<file path="config.mk">
export PLATFORM = sky130hd
export DESIGN_NAME = regbus_spi_master
export DESIGN_NICKNAME = d
export VERILOG_FILES = /design/src/rtl/rspi_pkg.sv /design/src/rtl/rspi_bit_timer.sv /design/src/rtl/rspi_frame_shift.sv /design/src/rtl/regbus_spi_master.sv
export SDC_FILE = /design/constraint.sdc
export NUM_CORES = 1
export LEC_CHECK = 0
export ABC_AREA = 1
export CORE_UTILIZATION = 50
export CTS_BUF_LIST = sky130_fd_sc_hd__clkbuf_4
export CTS_CLUSTER_DIAMETER = 200
export DETAILED_ROUTE_END_ITERATION = 6
export PLACE_DENSITY = 0.72
export SYNTH_ARGS = -nofsm -noshare
export SYNTH_HDL_FRONTEND = slang
export SYNTH_SLANG_ARGS = --single-unit
export TNS_END_PERCENT = 100
</file>
<file path="constraint.sdc">
create_clock -name clk -period 4.6 [get_ports clk]
set_input_delay 0.46 -clock clk [delete_from_list [all_inputs] [get_ports clk]]
set_output_delay 0.46 -clock clk [all_outputs]
set_load 0.02 [all_outputs]
</file>
<file path="src/rtl/rspi_pkg.sv">
package rspi_pkg;
    typedef enum logic [1:0] {
        ST_IDLE,
        ST_FRAME,
        ST_GUARD,
        ST_DONE
    } rspi_state_e;

    localparam int unsigned BYTE_W = 8;
    localparam logic [BYTE_W-1:0] CMD_WRITE = 8'h08;
    localparam logic [BYTE_W-1:0] CMD_READ  = 8'h10;
endpackage

</file>
<file path="src/rtl/rspi_bit_timer.sv">
module rspi_bit_timer #(
    parameter int unsigned DIV_W = 8
) (
    input  logic             clk,
    input  logic             rst,
    input  logic             run,
    input  logic [DIV_W-1:0] div,
    output logic             clk_high,
    output logic             period_end
);
    logic [DIV_W-1:0] cnt_q;
    logic [DIV_W-1:0] half;

    assign half       = div >> 1;
    assign clk_high   = run && (cnt_q > half);
    assign period_end = run && (cnt_q == div);

    always_ff @(posedge clk) begin
        if (rst || !run) begin
            cnt_q <= '0;
        end else if (cnt_q == div) begin
            cnt_q <= '0;
        end else begin
            cnt_q <= cnt_q + 1'b1;
        end
    end

    // the phase counter never passes the latched divider
    a_r6_phase_in_range: assert property (@(posedge clk) disable iff (rst)
        run |-> (cnt_q <= div));
endmodule

</file>
<file path="src/rtl/rspi_frame_shift.sv">
module rspi_frame_shift #(
    parameter int unsigned FRAME_W = 24,
    parameter int unsigned CAP_W   = 8
) (
    input  logic               clk,
    input  logic               rst,
    input  logic               load,
    input  logic [FRAME_W-1:0] load_word,
    input  logic               advance,
    input  logic               miso,
    output logic               mosi_bit,
    output logic               bit_last,
    output logic [CAP_W-1:0]   cap_head
);
    localparam int unsigned CNT_W = $clog2(FRAME_W);
    localparam logic [CNT_W-1:0] LAST_IDX = CNT_W'(FRAME_W - 1);

    logic [FRAME_W-1:0] tx_q;
    logic [FRAME_W-1:0] rx_q;
    logic [CNT_W-1:0]   idx_q;

    assign mosi_bit = tx_q[FRAME_W-1];
    assign bit_last = (idx_q == LAST_IDX);
    assign cap_head = rx_q[FRAME_W-1 -: CAP_W];

    always_ff @(posedge clk) begin
        if (rst) begin
            tx_q  <= '0;
            rx_q  <= '0;
            idx_q <= '0;
        end else if (load) begin
            tx_q  <= load_word;
            idx_q <= '0;
        end else if (advance) begin
            tx_q  <= {tx_q[FRAME_W-2:0], 1'b0};
            rx_q  <= {rx_q[FRAME_W-2:0], miso};
            idx_q <= bit_last ? '0 : idx_q + 1'b1;
        end
    end

    // the bit index stays inside one frame
    a_r5_index_in_frame: assert property (@(posedge clk) disable iff (rst)
        idx_q <= LAST_IDX);
endmodule

</file>
<file path="src/rtl/regbus_spi_master.sv">
module regbus_spi_master
    import rspi_pkg::*;
#(
    parameter int unsigned DIV_W = 8
) (
    input  logic             clk,
    input  logic             rst,
    input  logic             req_valid,
    output logic             req_ready,
    input  logic             req_is_read,
    input  logic [7:0]       req_addr,
    input  logic [7:0]       req_wdata,
    input  logic [DIV_W-1:0] clk_div,
    output logic [7:0]       rd_data,
    output logic             rd_done,
    output logic             spi_cs_n,
    output logic             spi_sclk,
    output logic             spi_mosi,
    input  logic             spi_miso
);
    localparam int unsigned FRAME_W = 3 * BYTE_W;

    rspi_state_e state_q, state_d;

    logic             is_read_q;
    logic             second_q;
    logic [DIV_W-1:0] div_q;
    logic [7:0]       rd_data_q;

    logic               timer_run, clk_high, period_end;
    logic               accept, load_nop, load_any, advance, frame_end;
    logic               mosi_bit, bit_last;
    logic [7:0]         cap_head;
    logic [FRAME_W-1:0] load_word;

    assign accept    = (state_q == ST_IDLE) && req_valid;
    assign load_nop  = (state_q == ST_GUARD) && period_end && is_read_q && !second_q;
    assign load_any  = accept || load_nop;
    assign advance   = (state_q == ST_FRAME) && period_end;
    assign frame_end = advance && bit_last;
    assign timer_run = (state_q == ST_FRAME) || (state_q == ST_GUARD);
    assign load_word = accept ? {(req_is_read ? CMD_READ : CMD_WRITE), req_addr,
                                 (req_is_read ? 8'h00 : req_wdata)}
                              : '0;

    rspi_bit_timer #(.DIV_W(DIV_W)) u_timer (
        .clk        (clk),
        .rst        (rst),
        .run        (timer_run),
        .div        (div_q),
        .clk_high   (clk_high),
        .period_end (period_end)
    );

    rspi_frame_shift #(.FRAME_W(FRAME_W), .CAP_W(8)) u_shift (
        .clk       (clk),
        .rst       (rst),
        .load      (load_any),
        .load_word (load_word),
        .advance   (advance),
        .miso      (spi_miso),
        .mosi_bit  (mosi_bit),
        .bit_last  (bit_last),
        .cap_head  (cap_head)
    );

    always_ff @(posedge clk) begin
        if (rst) begin
            state_q <= ST_IDLE;
        end else begin
            state_q <= state_d;
        end
    end

    always_comb begin
        state_d = state_q;
        unique case (state_q)
            ST_IDLE:  if (req_valid) state_d = ST_FRAME;
            ST_FRAME: if (frame_end) state_d = ST_GUARD;
            ST_GUARD: if (period_end)
                          state_d = (is_read_q && !second_q) ? ST_FRAME : ST_DONE;
            ST_DONE:  state_d = ST_IDLE;
            default:  state_d = ST_IDLE;
        endcase
    end

    always_ff @(posedge clk) begin
        if (rst) begin
            is_read_q <= 1'b0;
            second_q  <= 1'b0;
            div_q     <= DIV_W'(1);
            rd_data_q <= '0;
        end else begin
            if (accept) begin
                is_read_q <= req_is_read;
                second_q  <= 1'b0;
                div_q     <= (clk_div == '0) ? DIV_W'(1) : clk_div;
            end
            if (load_nop) begin
                second_q <= 1'b1;
            end
            if ((state_q == ST_GUARD) && period_end && is_read_q && second_q) begin
                rd_data_q <= cap_head;
            end
        end
    end

    always_comb begin
        spi_cs_n  = 1'b1;
        spi_sclk  = 1'b0;
        spi_mosi  = 1'b0;
        req_ready = 1'b0;
        rd_done   = 1'b0;
        unique case (state_q)
            ST_IDLE:  req_ready = 1'b1;
            ST_FRAME: begin
                spi_cs_n = 1'b0;
                spi_sclk = clk_high;
                spi_mosi = mosi_bit;
            end
            ST_GUARD: ;
            ST_DONE:  rd_done = 1'b1;
            default:  ;
        endcase
    end

    assign rd_data = rd_data_q;

    // clock idles low while deselected
    a_r4_sclk_low_deselected: assert property (@(posedge clk) disable iff (rst)
        spi_cs_n |-> !spi_sclk);
    // data out only moves while the clock is low
    a_r4_mosi_steady_high: assert property (@(posedge clk) disable iff (rst)
        spi_sclk |-> $stable(spi_mosi));
    // completion pulse lasts one cycle
    a_r7_done_single: assert property (@(posedge clk) disable iff (rst)
        rd_done |=> !rd_done);
    // ready follows completion
    a_r7_ready_after_done: assert property (@(posedge clk) disable iff (rst)
        rd_done |=> req_ready);
    // never ready while the bus is selected
    a_r8_busy_not_ready: assert property (@(posedge clk) disable iff (rst)
        !spi_cs_n |-> !req_ready);
    // a frame always ends into a deselected bit period
    a_r5_guard_after_frame: assert property (@(posedge clk) disable iff (rst)
        $rose(spi_cs_n) |-> !rd_done);
endmodule

</file>
# Yosys cells after proc, flatten, opt, wreduce, memory -nomap -nowiden
# Index checks and enable logic that the tools add are counted.
[classes] n_addsub=2 magnitude_cmp=1 eq_ne=8 n_mux=19 n_bitwise=1 reduce_logical=23
[ops] cell="24-bit 2-to-1 mux" n=2
[ops] cell="21-bit 2-to-1 mux" n=1
[ops] cell="8-bit 2-to-1 mux" n=2
[ops] cell="1-bit logical AND" n=10
[ops] cell="5-bit 2-to-1 mux" n=2
[ops] cell="8-bit by 1-bit adder with 8-bit output (second input constant)" n=1
[ops] cell="8-bit == test" n=1
[ops] cell="8-bit by 7-bit > comparator with 1-bit output" n=1
[ops] cell="8-bit zero test" n=1
[ops] cell="2-bit 2-to-1 mux" n=4
[ops] cell="2-bit case mux with 4 select lines" n=1
[ops] cell="1-bit 2-to-1 mux" n=7
[ops] cell="2-bit inequality test (second input constant)" n=3
[ops] cell="5-bit by 1-bit adder with 5-bit output (second input constant)" n=1
[ops] cell="5-bit == test (second input constant)" n=1
[ops] cell="2-bit == test (second input constant)" n=2
[ops] cell="2-bit nonzero test" n=2
[ops] cell="2-bit OR reduction" n=2
[ops] cell="1-bit logical OR" n=3
[ops] cell="3-bit AND reduction" n=1
[ops] cell="2-bit by 1-bit == test with 1-bit output (second input constant)" n=1
[ops] cell="1-bit zero test" n=2
[ops] cell="2-bit zero test" n=1
[ops] cell="2-bit AND reduction" n=1
[ops] cell="1-bit inverter" n=1
[word_totals] ff_bits=81 input_bits=29 out_inout_bits=13 word_cells=63

# Logic depth before layout (Yosys ltp)
# Gate-level depths: netlist of the first run.
[logic_depth] ltp_word=9 depth_mapped=13 depth_no_buf=11

# Hierarchy
# A second synthesis of the first run with hierarchy kept.
[hier_totals] hier_cells=581 hier_area_um2=3891.2
[modules_own_cells] module="rspi_frame_shift" instances=1 cells_each=324 area_per_inst_um2=2229.6 seq_area_each_um2=1061.0
[modules_own_cells] module="regbus_spi_master" instances=1 cells_each=164 area_per_inst_um2=1028.5 seq_area_each_um2=400.4
[modules_own_cells] module="rspi_bit_timer" instances=1 cells_each=93 area_per_inst_um2=633.1 seq_area_each_um2=160.2

# Worst setup path before layout of the first run
# Ideal clock, no wire load.
[synth_path] path_type="reg2out" start="register div_q[4]" end="output port spi_sclk" arrival_ns=1.449 required_time_ns=4.140 setup_slack_ns=2.691 path_stages_with_launch=8 path_buffers=0 cell_sequence="dfxtp_1 -> inv_1 -> ha_1 -> inv_1 -> o31ai_1 -> nand2_1 -> a22o_1 -> nor2_1"
[synth_between] elab_chain_cells=3
[synth_lines] item="from (decl)" line="regbus_spi_master.sv:27" source="logic [DIV_W-1:0] div_q;"
[synth_lines] item="from (signal assigned)" line="regbus_spi_master.sv:97" source="div_q <= (clk_div == '0) ? DIV_W'(1) : clk_div;"
[synth_lines] item="8-bit by 7-bit > comparator with 1-bit output" line="rspi_bit_timer.sv:15" source="assign clk_high = run && (cnt_q > half);"
[synth_lines] item="1-bit logical AND" line="rspi_bit_timer.sv:15"
[synth_lines] item="1-bit 2-to-1 mux" line="regbus_spi_master.sv:114" source="unique case (state_q)"
[synth_lines] item="to (decl)" line="regbus_spi_master.sv:17" source="output logic spi_sclk,"
# Every way passes these cells.

# Final worst setup path of the first run
# Same ends and word-level chain as after synthesis.

==> impl_metrics.ini, run 1 <==
[power]
p_leak_uw = 0.00185
vdd_drop_max_mv = 0.194
power_density_nw_per_um2 = 400
total_power_uw = 1810

[clock_network]
clk_latency_ns = 0.43
cts_tree = done
cts_sinks = 81
postCtsHoldBufs = 0
path_clk_slew_ns = 0.13
cts_made_buffers = 9
cts_setup_buffers = 0
root_buffer = clkbuf_4
cts_htree_levels = 3
cts_resized = 0
cts_max_path_buffers = 2

[placement]
port_buffers = 41
dp.cells = 685
gp_congestion = 0.798
dp_hpwl_um = 5610

[finish]
drive_gt1_share_pct = 4.34
fill_cells = 735
synthToLayoutAreaGrowth_pct = 12.9
final_common_cell = nand2_1
utilization_pct = 58.6
final_cell_mix = 124 x nand2_1, 81 x dfxtp_1, 70 x inv_1
nets = 636
antenna_cells = 0
layoutNonFillerInstCount = 701

[synth]
synth_area_leaders = dfxtp_1 40%, nand2_1 12%, nand4_1 8.6%, a21oi_1 7.6%, inv_1 6.6%
syn_avg_cell_area_sq_um = 7.01
synth_cells = 572
yosysWarnings = 0
synth.cell_area_sq_um = 4010
synth_top_area_share_pct = 40.4
syn_nets = 614
synth.largest_area_cell = dfxtp_1
synth_cell_type_count = 31
synth-seq-cells = 81
seq_area_frac_synth_pct = 40.4

[die]
die_w_um = 91.6
start_util_pct = 51.9
die_h_um = 91.6
dieArea_sq_um = 8390
core_area_sq_um = 7730
num_rows = 32
ioPinCount = 42

[drt]
drt-initial-drc-count = 202
routed_wirelength_um = 8450
num_vias = 3665
firstDrtPassIters = 5
postRouteAntennaNets = 0
drc_errors = 0
avgViaCountPerCell = 5.23
routedWlPerCell_um = 12.1

[sta]
slew_headroom_pct = 45.7
setup_viol = 0
fmaxAchievable_ghz = 0.345
drv_slew = 0
setup_tns_ns = 0
period_needed_ns = 2.90
skew_ns = 0.0231
rsz0062_at_grt = no
worst_pin_slew_ns = 0.813
hold_viol_final = 0
post-route-period-util_pct = 63.0

[setup_path]
cp.required_ns = 4.14
path_buf_inv = 3
r2r_cells = 7
r2r_start = state_q[1]
cp_slowest_cell = clkdlybuf4s50_1
setup.worst_path.class = reg2out
crit_family = buffers and inverters
cp.arrival_ns = 2.44
endpoint_kind = output pin
cp_max_fo = 4
rr_endpoint = u_shift.rx_q[18]
worst_setup_path_start_kind = register
cp_cell_sequence = inv_1, ha_1, inv_1, o31ai_1, nand2_1, a22o_1, nor2_1, clkdlybuf4s50_1
cp_slowest_stage_delay_ns = 0.62
r2r_setup_slack_ns = 1.86
crit_path_frequent_cell = inv_1

[hold_path]
min_to = rd_data[5]
hold_path_class = reg2reg
hold_start = rd_data[5]
hold_depth = 2

[global_route]
antenna_found_initial = 0
grt_max_degree = 43
grt_usage_pct = 21.9
gr-total-overflow = 0
grt_pass1_vias = 3421
grt_first_pass_wirelength_um = 15000

[flow_run]
cap_violations = 0

[outcome]
status = completed
[layer usage]
metal | GRT usage (%) | up-vias | wire [um]
met3 | 6.03 | 8 | 380
met4 | 5.82 | 0 | 61
met1 | 26.4 | 1651 | 3860
met2 | 38.0 | 74 | 4150
met5 | 0 | - | 0
li1 | - | 1932 | -
[final cells by class]
cell class / instances / area, sq um / share of cell area, %
clock buffer: 9 / 67.6 / 1.49
inverter: 75 / 282 / 6.22
timing repair buffer: 45 / 440 / 9.73
multi-input combinational: 382 / 1940 / 42.9
clock inverter: 7 / 45.0 / 0.995
sequential: 81 / 1620 / 35.8
tap: 102 / 128 / 2.82
[worst min-delay path, cell delays in order (launching register included)]
cell	delay, ns
dfxtp_1	0.33
inv_1	0.05
a21oi_1	0.05
[through the flow]
stage          hold WS, ns  worst slack, ns  area (sq um)
2_1_floorplan        0.437             2.69          4010
3_3_place_gp         0.435             1.97          4410
3_5_place_dp         0.441             1.89          4410
4_1_cts              0.459             1.68          4530
5_1_grt              0.485             1.50          4530
6_report             0.457             1.70          4530
[registers in the layout (all words and copies together) (netlist names)]
| register | count |
|---|---|
| u_shift.rx_q | 24 |
| second_q | 1 |
| is_read_q | 1 |
| u_timer.cnt_q | 8 |
| div_q | 8 |
| u_shift.idx_q | 5 |
| state_q | 2 |
| u_shift.tx_q | 24 |
| rd_data | 8 |
[logic make-up (layout without fill, tap and decap cells)]
family | Yosys count | after routing | share of synthesized area (%)
simple gates | 264 | 264 | 30.3
buf+inv | 109 | 136 | 11.2
compound gates | 101 | 101 | 13.1
flops | 81 | 81 | 40.4
fa+ha+maj | 13 | 13 | 4.05
xor+xnor | 4 | 4 | 0.874
[power by group]
group / total (uW) / internal, uW / switching (uW) / leakage [uW]
registers: 831 / 778 / 53.2 / 0.000658
clock network: 361 / 110 / 251 / 0.0000590
logic: 618 / 225 / 393 / 0.00113
total: 1810 / 1110 / 698 / 0.00185
[synthesized netlist by cell type]
cell / count
nand2_1: 125
dfxtp_1: 81
inv_1: 70
a21oi_1: 61
nand4_1: 55
nor2_1: 55
o21ai_0: 32
clkbuf_1: 18
ha_1: 13
nand3_1: 12
buf_2: 8
nor3_1: 6
buf_4: 4
inv_2: 3
o21bai_1: 3
buf_1: 2
buf_6: 2
clkinv_1: 2
nand3_2: 2
nand3b_1: 2
nor2_4: 2
nor3b_1: 2
o21a_1: 2
xnor2_1: 2
xor2_1: 2
a22o_1: 1
nand4_4: 1
nor4_1: 1
o211ai_1: 1
o31ai_1: 1
or2_0: 1
[how the worst max path moves through the flow]
stage,startpoint,end,depth (start not counted)
floorplan,div_q[4],spi_sclk,7
global placement,state_q[1],u_shift.rx_q[0],7
detailed placement,state_q[1],u_shift.rx_q[18],7
CTS,div_q[4],spi_sclk,8
global route,u_timer.cnt_q[0],spi_sclk,9
finish,div_q[4],spi_sclk,8
(Power assumes the default switching activity.)
==> run 2, diff against run 1 <==
Settings changed: PLACE_DENSITY 0.72 to 0.75.
Clock period 4.6 ns to 2.3 ns, I/O delays scaled along.
==> impl_metrics.ini, run 2 (synthesis gave the netlist of run 1 again) <==
[finish]
antenna_cells = 0
nets = 646
layoutNonFillerInstCount = 711
final_cell_mix = 124 x nand2_1, 77 x dfxtp_1, 69 x inv_1
synthToLayoutAreaGrowth_pct = 16.5
drive_gt1_share_pct = 7.88
utilization_pct = 60.5
fin_area_sq_um = 4670
reg_top3 = u_shift.rx_q: 24 flops, u_shift.tx_q: 24 flops
final_common_cell = nand2_1

[power]
switching_share_pct = 37.9
total_power_uw = 3850
intPower_uw = 2390
clkPwrFrac_pct = 22.7
power_frac_comb_pct = 34.0
p_switching_uw = 1460
vdd_drop_max_mv = 0.458
p_leak_uw = 0.00192
power_density_nw_per_um2 = 823
pwr-share-seq_pct = 43.3

[sta]
slew_headroom_pct = 72.7
period_needed_ns = 2.18
post-route-period-util_pct = 94.9
drv_slew = 0
hold_viol_final = 0
skew_ns = 0.0178
worst_pin_slew_ns = 0.407
setup_viol = 0
fmaxAchievable_ghz = 0.458

[setup_path]
endpoint_kind = output pin
worst_setup_path_start_kind = register
crit_family = flip-flops
cp.arrival_ns = 1.95
cp_slowest_stage_delay_ns = 0.39
r2r_start = state_q[1]
cp_cell_sequence = inv_1, ha_1, inv_1, nor3_1, nor3_1, a22o_1, nor2_1, buf_4
rr_endpoint = u_shift.rx_q[1]
r2r_setup_slack_ns = 0.17
r2r_cells = 7
setup.worst_path.class = reg2out
cp.required_ns = 2.07
cp_slowest_cell = dfxtp_1
cp_max_fo = 3
path_buf_inv = 3

[global_route]
grt_pass1_vias = 3605
antenna_found_initial = 0
grt_max_degree = 39
grt_first_pass_wirelength_um = 15300
gr-total-overflow = 0
grt_usage_pct = 22.2

[drt]
firstDrtPassIters = 4
routedWlPerCell_um = 12.3
drc_errors = 0
routed_wirelength_um = 8740
avgViaCountPerCell = 5.23
postRouteAntennaNets = 0
drt-initial-drc-count = 224
num_vias = 3721

[clock_network]
cts_made_buffers = 9
cts_sinks = 81
cts_tree = done
postCtsHoldBufs = 0
root_buffer = clkbuf_4
path_clk_slew_ns = 0.13
cts_htree_levels = 3
cts_max_path_buffers = 2
clk_latency_ns = 0.43
cts_setup_buffers = 0

[die]
start_util_pct = 51.9
dieArea_sq_um = 8390
die_h_um = 91.6
core_area_sq_um = 7730
ioPinCount = 42
num_rows = 32
die_w_um = 91.6

[placement]
gp_congestion = 0.879
dp.cells = 695
port_buffers = 41
dp_hpwl_um = 5900
post_dp_cell_area_sq_um = 4490

[hold_path]
hold_start = spi_miso
min_to = u_shift.rx_q[0]
hold_path_class = in2reg
hold_depth = 3

[flow_run]
cap_violations = 0

[outcome]
status = completed
## run 2: cell type report
type | count | area [sq um]
fillers | 706 | 3050
multi-input cells | 382 | 1970
flip-flops and latches | 81 | 1630
repair buffers | 55 | 519
inverters | 75 | 282
well taps | 102 | 128
clock inverters | 7 | 78.8
clock buffers | 9 | 67.6
## run 2: per-layer routing
| metal | GRT usage [%] | up-vias | routed length (um) | part of all wire [%] |
|---|---|---|---|---|
| met1 | 26.3 | 1694 | 4030 | 46 |
| met2 | 39.5 | 69 | 4290 | 49 |
| met3 | 5.28 | 14 | 308 | 3.5 |
| met5 | 0 | - | 0 | 0 |
| met4 | 6.75 | 0 | 116 | 1.3 |
| li1 | - | 1944 | - | - |
## run 2: worst max path at each step
| stage | start | to | slack [ns] | cells past startpoint |
|---|---|---|---|---|
| after floorplan | state_q[1] | u_shift.rx_q[16] | 0.39 | 9 |
| after global placement | div_q[7] | spi_sclk | 0.17 | 8 |
| after detailed placement | state_q[1] | u_shift.rx_q[22] | 0.10 | 7 |
| after CTS | div_q[4] | spi_sclk | 0.05 | 8 |
| after global routing | u_timer.cnt_q[3] | u_shift.idx_q[1] | -0.004 | 10 |
| final | div_q[7] | spi_sclk | 0.12 | 8 |
## run 2: what timing repair did
item                       in CTS  in global routing
resized for setup               4                 12
pin swaps                       0                  3
hold endpoints to repair        0                  0
gates cloned                    0                  0
setup endpoints to repair       1                 26
## run 2: worst register-to-register path, cell delays in order, from the launching register on
cell     delay, ns
dfxtp_1       0.44
inv_1         0.09
ha_1          0.44
nand3_1       0.22
nor2_4        0.26
buf_6         0.28
nand4_1       0.15
a21oi_1       0.18
## run 2: power by group through the flow
stage	Clock (uW)	Sequential, uW	Combinational, uW
after floorplan	0	1670	959
after global placement	0	1680	1250
after detailed placement	0	1690	1290
after CTS	894	1660	1290
after global routing	945	1690	1500
final	875	1670	1310
## run 2: stage by stage
step | TNS, ns | setup slack, ns | hold slack [ns]
3_5_place_dp | 0 | 0.105 | 0.434
6_report | 0 | 0.118 | 0.399
2_1_floorplan | 0 | 0.394 | 0.404
4_1_cts | 0 | 0.0517 | 0.384
3_3_place_gp | 0 | 0.167 | 0.433
5_1_grt | -0.00437 | -0.00437 | 0.385
